### src/rtl/rx_da_filter_pkg.sv
package rx_da_filter_pkg;
  parameter int ENTRY_CNT = 8;
  parameter int DA_W      = 48;
  parameter int DATA_W    = 32;
  localparam int IDX_W    = $clog2(ENTRY_CNT);
  localparam int ADDR_W   = IDX_W + 2;
  localparam int HI_W     = DA_W - DATA_W;
  localparam int VLD_BIT  = 16;

  // control word bit positions
  localparam int C_NOBC   = 0;
  localparam int C_ALLMC  = 1;
  localparam int C_PROM   = 3;
  localparam int C_INVHIT = 7;

  typedef struct packed {
    logic             loWe;
    logic             hiWe;
    logic [IDX_W-1:0] sel;
  } entryWrT;
endpackage

### src/rtl/rx_da_filter_dp.sv
module rx_da_filter_dp
  import rx_da_filter_pkg::*;
(
  input  logic              clk,
  input  logic              rstN,
  input  entryWrT           wrStb,
  input  logic [DATA_W-1:0] wrData,
  input  logic [DA_W-1:0]   daIn,
  output logic              hit,
  output logic              isBcast,
  output logic              isMcast
);
  logic [ENTRY_CNT-1:0] matchVec;

  for (genvar i = 0; i < ENTRY_CNT; i++) begin : gEnt
    logic [DATA_W-1:0] entLo;
    logic [HI_W-1:0]   entHi;
    logic              entV;

    always_ff @(posedge clk) begin
      if (!rstN) begin
        entLo <= '0;
        entHi <= '0;
        entV  <= 1'b0;
      end else begin
        if (wrStb.loWe && wrStb.sel == IDX_W'(i)) entLo <= wrData;
        if (wrStb.hiWe && wrStb.sel == IDX_W'(i)) begin
          entHi <= wrData[HI_W-1:0];
          entV  <= wrData[VLD_BIT];
        end
      end
    end

    assign matchVec[i] = entV && ({entHi, entLo} == daIn);
  end

  always_comb begin
    hit     = |matchVec;
    isBcast = &daIn;
    isMcast = daIn[DA_W-8] && !isBcast;
  end
endmodule

### src/rtl/rx_da_filter_ctl.sv
module rx_da_filter_ctl
  import rx_da_filter_pkg::*;
(
  input  logic              clk,
  input  logic              rstN,
  input  logic              wrEn,
  input  logic [ADDR_W-1:0] wrAddr,
  input  logic [7:0]        wrCtl,
  input  logic              daValid,
  input  logic              hit,
  input  logic              isBcast,
  input  logic              isMcast,
  output entryWrT           wrStb,
  output logic [7:0]        ctrlWord,
  output logic              frameValid,
  output logic              accept,
  output logic [7:0]        status
);
  logic ctlSel, entSel, recogOk, keep, miss;

  always_comb begin
    ctlSel      = wrEn && (wrAddr == '0);
    entSel      = wrEn && wrAddr[ADDR_W-1];
    wrStb.sel   = wrAddr[IDX_W:1];
    wrStb.loWe  = entSel && !wrAddr[0];
    wrStb.hiWe  = entSel && wrAddr[0];
  end

  always_comb begin
    if (isBcast)                           recogOk = !ctrlWord[C_NOBC];
    else if (isMcast && ctrlWord[C_ALLMC]) recogOk = 1'b1;
    else                                   recogOk = hit ^ ctrlWord[C_INVHIT];
    keep = ctrlWord[C_PROM] || recogOk;
    miss = ctrlWord[C_PROM] && !recogOk;
  end

  always_ff @(posedge clk) begin
    if (!rstN) begin
      ctrlWord   <= '0;
      frameValid <= 1'b0;
      accept     <= 1'b0;
      status     <= '0;
    end else begin
      if (ctlSel) ctrlWord <= wrCtl;
      frameValid <= daValid;
      accept     <= daValid && keep;
      status     <= daValid ? {miss, isBcast, isMcast, 5'b0} : 8'h00;
    end
  end
endmodule

### src/rtl/rx_da_filter.sv
module rx_da_filter
  import rx_da_filter_pkg::*;
(
  input  logic        clk,
  input  logic        rstN,
  input  logic        wrEn,
  input  logic [4:0]  wrAddr,
  input  logic [31:0] wrData,
  input  logic        daValid,
  input  logic [47:0] daIn,
  output logic        frameValid,
  output logic        accept,
  output logic [7:0]  status
);
  entryWrT    wrStb;
  logic [7:0] ctrlWord;
  logic       hit, isBcast, isMcast;

  rx_da_filter_dp uDp (
    .clk(clk), .rstN(rstN), .wrStb(wrStb), .wrData(wrData), .daIn(daIn),
    .hit(hit), .isBcast(isBcast), .isMcast(isMcast)
  );

  rx_da_filter_ctl uCtl (
    .clk(clk), .rstN(rstN), .wrEn(wrEn), .wrAddr(wrAddr), .wrCtl(wrData[7:0]),
    .daValid(daValid), .hit(hit), .isBcast(isBcast), .isMcast(isMcast),
    .wrStb(wrStb), .ctrlWord(ctrlWord), .frameValid(frameValid),
    .accept(accept), .status(status)
  );
endmodule

### config.mk
export PLATFORM = sky130hd
export DESIGN_NAME = rx_da_filter
export DESIGN_NICKNAME = d
export VERILOG_FILES = /design/src/rtl/rx_da_filter_pkg.sv /design/src/rtl/rx_da_filter_dp.sv /design/src/rtl/rx_da_filter_ctl.sv /design/src/rtl/rx_da_filter.sv
export SDC_FILE = /design/constraint.sdc
export NUM_CORES = 1
export LEC_CHECK = 0
export BUFFER_PORTS_ARGS = -buffer_cell sky130_fd_sc_hd__buf_2
export CORE_UTILIZATION = 35
export DETAILED_ROUTE_END_ITERATION = 10
export HOLD_SLACK_MARGIN = 0.1
export PLACE_DENSITY = 0.55
export SYNTH_ARGS = -nofsm -noshare
export SYNTH_HDL_FRONTEND = slang
export SYNTH_SLANG_ARGS = --single-unit
### constraint.sdc
create_clock -name clk -period 2.35 [get_ports clk]
set_input_delay 0.47 -clock clk [delete_from_list [all_inputs] [get_ports clk]]
set_output_delay 0.47 -clock clk [all_outputs]
set_load 0.005 [all_outputs]
==> results of run 1 <==
routing by layer:
layer  global-route usage [%]  up-vias
met5                        0        -
met3                    4.322      251
li1                         -     8209
met1                    38.49     8867
met2                    47.71      882
met4                    17.75        0
cell type report:
class | instances | share of cell area [%]
diodes | 1 | 0.01040
multi-input cells | 1782 | 44.45
repair buffers | 326 | 11.64
clock buffers | 69 | 5.730
flip-flops and latches | 401 | 33.37
inverters | 29 | 0.4524
well taps | 748 | 3.890
clock inverters | 10 | 0.4576
repair_timing:
action / 4_1_cts / 5_1_grt
setup buffers: 0 / 0
setup endpoints to repair: 2 / 2
gates resized for setup: 15 / 1
pin swaps: 9 / 1
hold endpoints to repair: 0 / 0
stage by stage:
stage	utilization, %	hold WS (ns)	TNS [ns]	setup WS (ns)
2_1_floorplan	-	0.4310	0	0.008456
3_3_place_gp	40.63	0.4412	-2.091	-1.086
3_5_place_dp	40.63	0.4450	-2.065	-1.070
4_1_cts	43.49	0.1412	-0.1988	-0.1331
5_1_grt	43.50	0.1778	-0.4456	-0.2517
6_report	43.51	0.1479	-0.2443	-0.1634
cell families (layout without fill, tap and decap cells):
logic type / after synthesis / count (layout)
buffers and inverters: 255 / 434
and+or+nand+nor: 985 / 985
other: 1 / 6
AOI/OAI and AO/OA: 435 / 435
xor gates and xnor gates: 353 / 353
DFF: 401 / 401
muxes: 4 / 4
layout by cell type (no fill, tap or decap), types with 10 or more instances in the layout:
master     synthesis  layout
clkbuf_8           0      12
xnor2_1          220     217
nand2_1          792     792
nand3_1           14      14
xor2_1           133     133
clkbuf_16          0      47
nor4_1            46      41
buf_2             37      92
a21boi_0          54      54
nand4_1           74      74
clkbuf_1         159      10
dfxtp_1          401     400
buf_12             0      46
buf_4             21     187
inv_1             22      22
a21boi_1         338     338
sequential cells by signal, summed over array words and instances, names as in the netlist:
register	flops
uCtl.ctrlWord	4
uCtl.status	3
uDp.gEnt.entV	8
uCtl.frameValid	1
uCtl.accept	1
uDp.gEnt.entHi	128
uDp.gEnt.entLo	256
worst min path at each step:
stage / slack [ns] / endpoint / startpoint / depth (start not counted)
final: 0.15 / uCtl.frameValid / daValid / 3
after detailed placement: 0.45 / uDp.gEnt[1].entV / uDp.gEnt[1].entV / 2
after floorplan: 0.43 / uDp.gEnt[6].entV / uDp.gEnt[6].entV / 2
after global placement: 0.44 / uDp.gEnt[1].entV / uDp.gEnt[1].entV / 2
after global routing: 0.18 / uCtl.frameValid / daValid / 3
after CTS: 0.14 / uCtl.frameValid / daValid / 3
power by group through the flow:
stage	sequential [uW]	combinational (uW)	clock (uW)
final	6890	1820	7310
after global routing	6890	1860	7650
after CTS	6880	1780	7380
after detailed placement	7030	1760	0
after global placement	7030	1760	0
after floorplan	7030	845	0
worst min-delay path, stage by stage:
cell	delay [ns]
buf_2	0.08
nand2_1	0.07
inv_1	0.08
==> results.tsv, run 1 <==
stage	metric	value	unit
run_status	outcome	complete, but fails checks	
run_status	violations	negative setup slack	
route	via_per_inst	5.410	
critical_path	critPathBufInv	1	
finish	register_area	8029	sq um
critical_path	cp-startpoint	uDp.gEnt[7].entLo[16]	
placed_design	placed_area	22470	sq um
timing	slew_headroom	45.58	%
synth	synthAdderAreaFrac	0	%
power	p_clk_share	45.7	%
synth	syn-cell-area	19700	sq um
route	num_vias	18209	
power	totalPowerFinal	16020	uW
placed_design	detailed_place_hpwl	59360	microns
timing	fin_worst_skew	0.01581	ns
synth	synth_cell_types	45	
timing	period_needed	2.513	ns
floorplan	dieHeight	239.3	microns
route	met1_length	35070	microns
critical_path	slowest_stage	nor4_4	
critical_path	worstPathMaxFanout	2	
clock_network	clockBufferDepth	3	
synth	synth_most_common_cell	nand2_1	
floorplan	die_w	239.3	microns
min_path	hp-class	input pin to flop	
critical_path	critPathRequiredTime	2.83	ns
global_route	grt_pass1_wl	122900	microns
route	remaining_drc_errors	0	
power	power.share.sequential	43.0	%
clock_network	htreeDepth	2	
synth	synthTopCellsByArea	dfxtp_1 (41%), nand2_1 (15%), a21boi_1 (13%), xnor2_1 (9.8%), xor2_1 (5.9%)	
power	sw_frac_of_total	26.34	%
synth	synth.area.mux_share	0.2032	%
synth	netlist_top_cells_count	nand2_1 (792), dfxtp_1 (401), a21boi_1 (338)	
clock_network	cts_root_buf	clkbuf_16	
synth	yosys.area_share.simple	21.05	%
route	routed_wl	86170	microns
critical_path	slowest_delay	0.46	ns
timing	tightestPinTransition	0.8163	ns
floorplan	io_pins	99	
critical_path	worst-setup-path-type	flop to flop	
route	drt-initial-drc-count	1953	
route	wl_met2	38530	microns
critical_path	rr_startpoint	uDp.gEnt[7].entLo[16]	
clock_network	cts.sinks	401	
synth	synthArstFlopShare	0	%
synth	avgSynthCellArea	8.095	sq um
route	ant_nets	0	
timing	fmax	397.9	MHz
clock_network	numCtsBuffers	47	
finish	finish.net_count	2676	
clock_network	clkTransAtPathRegs	0.06	ns
placed_design	io_buffer_count	93	
clock_network	insertion_delay	0.60	ns
power	leakagePower	0.008563	uW
critical_path	critical_path.endpoint	uCtl.status[7]	
floorplan	core	55310	sq um
timing	slew_viol_final	0	
critical_path	path_depth	10	
route	routedWlPerCell	25.60	microns
finish	final_cell_area	24060	sq um
job	drv_cap	0	
global_route	track_usage	29.98	%
clock_network	cts_tree	yes	
synth	synth_top_family_by_area	simple AND/OR/NAND/NOR gates	
global_route	antenna_found_initial	2	
power	internal_power	11800	uW
global_route	grt_overflow	0	
floorplan	rows	86	
synth	yosys_warnings	0	
power	p_sw	4219	uW
synth	synth_edf_count	0	
power	pwr-share-comb	11.4	%
synth	synth_top_area_share	40.74	%
finish	multi_input_area	10700	sq um
global_route	grt_max_degree	119	
timing	setup_violations	2	
synth	synth-compound-area-share	16.52	%
route	wl_met3	6849	microns
synth	yosys_register_bits	401	
placed_design	gp_congestion	0.9743	
finish	area_growth	22.12	%
synth	synthFlopType	dfxtp_1	
critical_path	r2r_setup_slack	-0.16	ns
critical_path	cpLargestDelayFamily	simple AND/OR/NAND/NOR gates	
timing	min_period_over_period	107.0	%
global_route	grt_pass1_vias	17402	
timing	hold_viol_final	0	
critical_path	arrival	3.00	ns
critical_path	crit_path_end_kind	flop	
critical_path	critical_path.cell_chain	xor2_1 -> nor4_4 -> buf_4 -> nand4_1 -> or4_4 -> o21ai_4 -> nor4_4 -> xor2_1 -> a22o_1 -> and3_1	
placed_design	dp.cells	3286	
synth	yosysTopAreaCell	dfxtp_1	
finish	layout-drive-gt1-share	16.32	%
finish	finalNonFillerCells	3366	
synth	synth_xor_area_share	15.69	%
floorplan	dieArea	57250	sq um
critical_path	critPathLaunchType	flop	
timing	rsz0062_at_grt	yes	
finish	fillCellCount	5546	
critical_path	timing.rr.end	uCtl.status[7]	
route	first_pass_iters	7	
route	highest_layer	met4	
power	ir_drop	0.0004952	V
synth	syn-instance-count	2434	
critical_path	reg2reg_depth	10	
synth	seq_area_frac_synth	40.74	%
power	p_per_area	665.7	nW/um^2
floorplan	initial_core_util	35.62	%
timing	setup_ws	-0.1634	ns
clock_network	hold_buffers	0	
Power figures use the tool's default switching activity.
==> run 2, diff against run 1 <==
- ABC_CLOCK_PERIOD_IN_PS: default -> 2350
- BUFFER_PORTS_ARGS: -buffer_cell sky130_fd_sc_hd__buf_2 -> default
- DONT_BUFFER_PORTS: default -> 1
- PLACE_DENSITY: 0.55 -> 0.54
==> results.tsv, run 2 (same netlist as run 1, synthesis figures left out) <==
stage	metric	value	unit
finish	largestRegisters	uDp.gEnt.entLo (256), uDp.gEnt.entHi (128), uDp.gEnt.entV (8)	
global_route	grt_overflow	0	
clock_network	numCtsBuffers	45	
global_route	track_usage	32.23	%
critical_path	worstPathMaxFanout	2	
placed_design	gp_congestion	0.9297	
global_route	antenna_found_initial	6	
timing	setup_violations	2	
route	num_vias	18647	
critical_path	arrival	2.95	ns
finish	largest_register	uDp.gEnt.entLo	
power	totalPowerFinal	15440	uW
finish	finish.net_count	2716	
floorplan	rows	86	
critical_path	worst-setup-path-type	flop to flop	
route	via_per_inst	5.467	
route	met1_length	35900	microns
route	routed_wl	92920	microns
min_path	hp-class	input pin to flop	
placed_design	detailed_place_hpwl	57290	microns
clock_network	insertion_delay	0.59	ns
timing	slew_headroom	14.26	%
timing	fin_tns_setup	-0.1330	ns
power	ir_drop	0.0004766	V
finish	fillCellCount	5496	
run_status	outcome	complete, but fails checks	
timing	holdWs	0.1923	ns
global_route	grt_pass1_vias	17958	
clock_network	cts_tree	yes	
clock_network	htreeDepth	2	
power	leakagePower	0.009148	uW
route	routedWlPerCell	27.24	microns
run_status	violations	negative setup slack	
timing	tightestPinTransition	1.282	ns
placed_design	placed_area	20720	sq um
clock_network	cts_root_buf	clkbuf_16	
power	p_per_area	618.1	nW/um^2
floorplan	die_w	239.3	microns
finish	largest_reg_flops	256	
route	first_pass_iters	8	
route	wl_met2	41500	microns
timing	rsz0062_at_grt	yes	
timing	setup_ws	-0.1069	ns
finish	final_cell_area	24990	sq um
floorplan	dieHeight	239.3	microns
critical_path	critPathLaunchType	flop	
route	drt-initial-drc-count	1952	
placed_design	io_buffer_count	0	
timing	hold_viol_final	0	
floorplan	dieArea	57250	sq um
clock_network	clkTransAtPathRegs	0.07	ns
route	ant_nets	0	
timing	period_needed	2.457	ns
finish	final_cell_mix	nand2_1 (792), dfxtp_1 (391), a21boi_1 (338)	
timing	slew_viol_final	0	
global_route	grt_pass1_wl	130100	microns
route	highest_layer	met4	
placed_design	preCtsSetupSlack	-0.4674	ns
clock_network	clockBufferDepth	3	
route	remaining_drc_errors	0	
job	drv_cap	0	
timing	fin_worst_skew	0.01249	ns
route	wl_met3	7647	microns
floorplan	io_pins	99	
critical_path	critPathRequiredTime	2.84	ns
critical_path	crit_path_end_kind	flop	
finish	area_growth	26.82	%
floorplan	initial_core_util	35.62	%
global_route	grt_max_degree	201	
finish	final_common_cell	nand2_1	
floorplan	core	55310	sq um
clock_network	cts.sinks	401	
finish	layout-drive-gt1-share	10.35	%
timing	min_period_over_period	104.6	%
timing	fmax	407.0	MHz
==> run 2: per-layer routing <==
metal	up-vias	global-route usage [%]
li1	8293	-
met1	9103	38.94
met2	964	51.07
met3	287	5.705
met4	0	24.46
met5	-	0
==> run 2: what timing repair did <==
action,in CTS,in global routing
hold endpoints to repair,399,0
gates cloned,0,0
endpoints found under the setup margin,2,2
buffers inserted,0,0
resized for setup,26,23
pin swaps,4,9
hold buffers,235,0
==> run 2: worst max-delay path: stages (launching register included) <==
cell	delay, ns
dfxtp_1	0.33
xnor2_1	0.17
buf_4	0.17
nand4_1	0.19
nor4_2	0.32
nand3_1	0.22
o31ai_4	0.33
nor4_4	0.09
xor2_1	0.15
a22o_1	0.21
and3_1	0.16
==> run 2: layout make-up <==
| class | count | area (sq um) | area share (%) |
|---|---|---|---|
| Tap cell | 748 | 935.9 | 3.745 |
| Inverter | 29 | 108.9 | 0.4356 |
| Clock inverter | 15 | 166.4 | 0.6660 |
| Sequential cell | 401 | 8040 | 32.18 |
| Multi-Input combinational cell | 1782 | 10870 | 43.48 |
| Timing Repair Buffer | 368 | 3542 | 14.18 |
| Antenna cell | 5 | 12.51 | 0.05007 |
| Clock buffer | 63 | 1316 | 5.268 |
==> run 2: report_power, final <==
part | total, uW | internal, uW | leakage (uW) | switching [uW]
clock network | 7290 | 4220 | 0.000717 | 3070
logic | 1270 | 568 | 0.00519 | 702
registers | 6890 | 6850 | 0.00324 | 36.6
total | 15400 | 11600 | 0.00915 | 3800
==> run 2: worst paths after layout <==
check,slack [ns],depth (start not counted),end,start
max,-0.11,10,uCtl.status[7],uDp.gEnt[3].entLo[30]
max reg2reg,-0.11,10,uCtl.status[7],uDp.gEnt[3].entLo[30]
min,0.19,3,uDp.gEnt[5].entLo[13],wrData[13]
min reg2reg,0.46,2,uDp.gEnt[0].entV,uDp.gEnt[0].entV
==> run 2: metrics by stage <==
| stage | util, % | std cells |
|---|---|---|
| after global routing | 45.17 | 3409 |
| after global placement | 37.46 | 3093 |
| final | 45.18 | 3411 |
| after CTS | 44.93 | 3406 |
| after detailed placement | 37.46 | 3093 |
| after floorplan | - | 2438 |
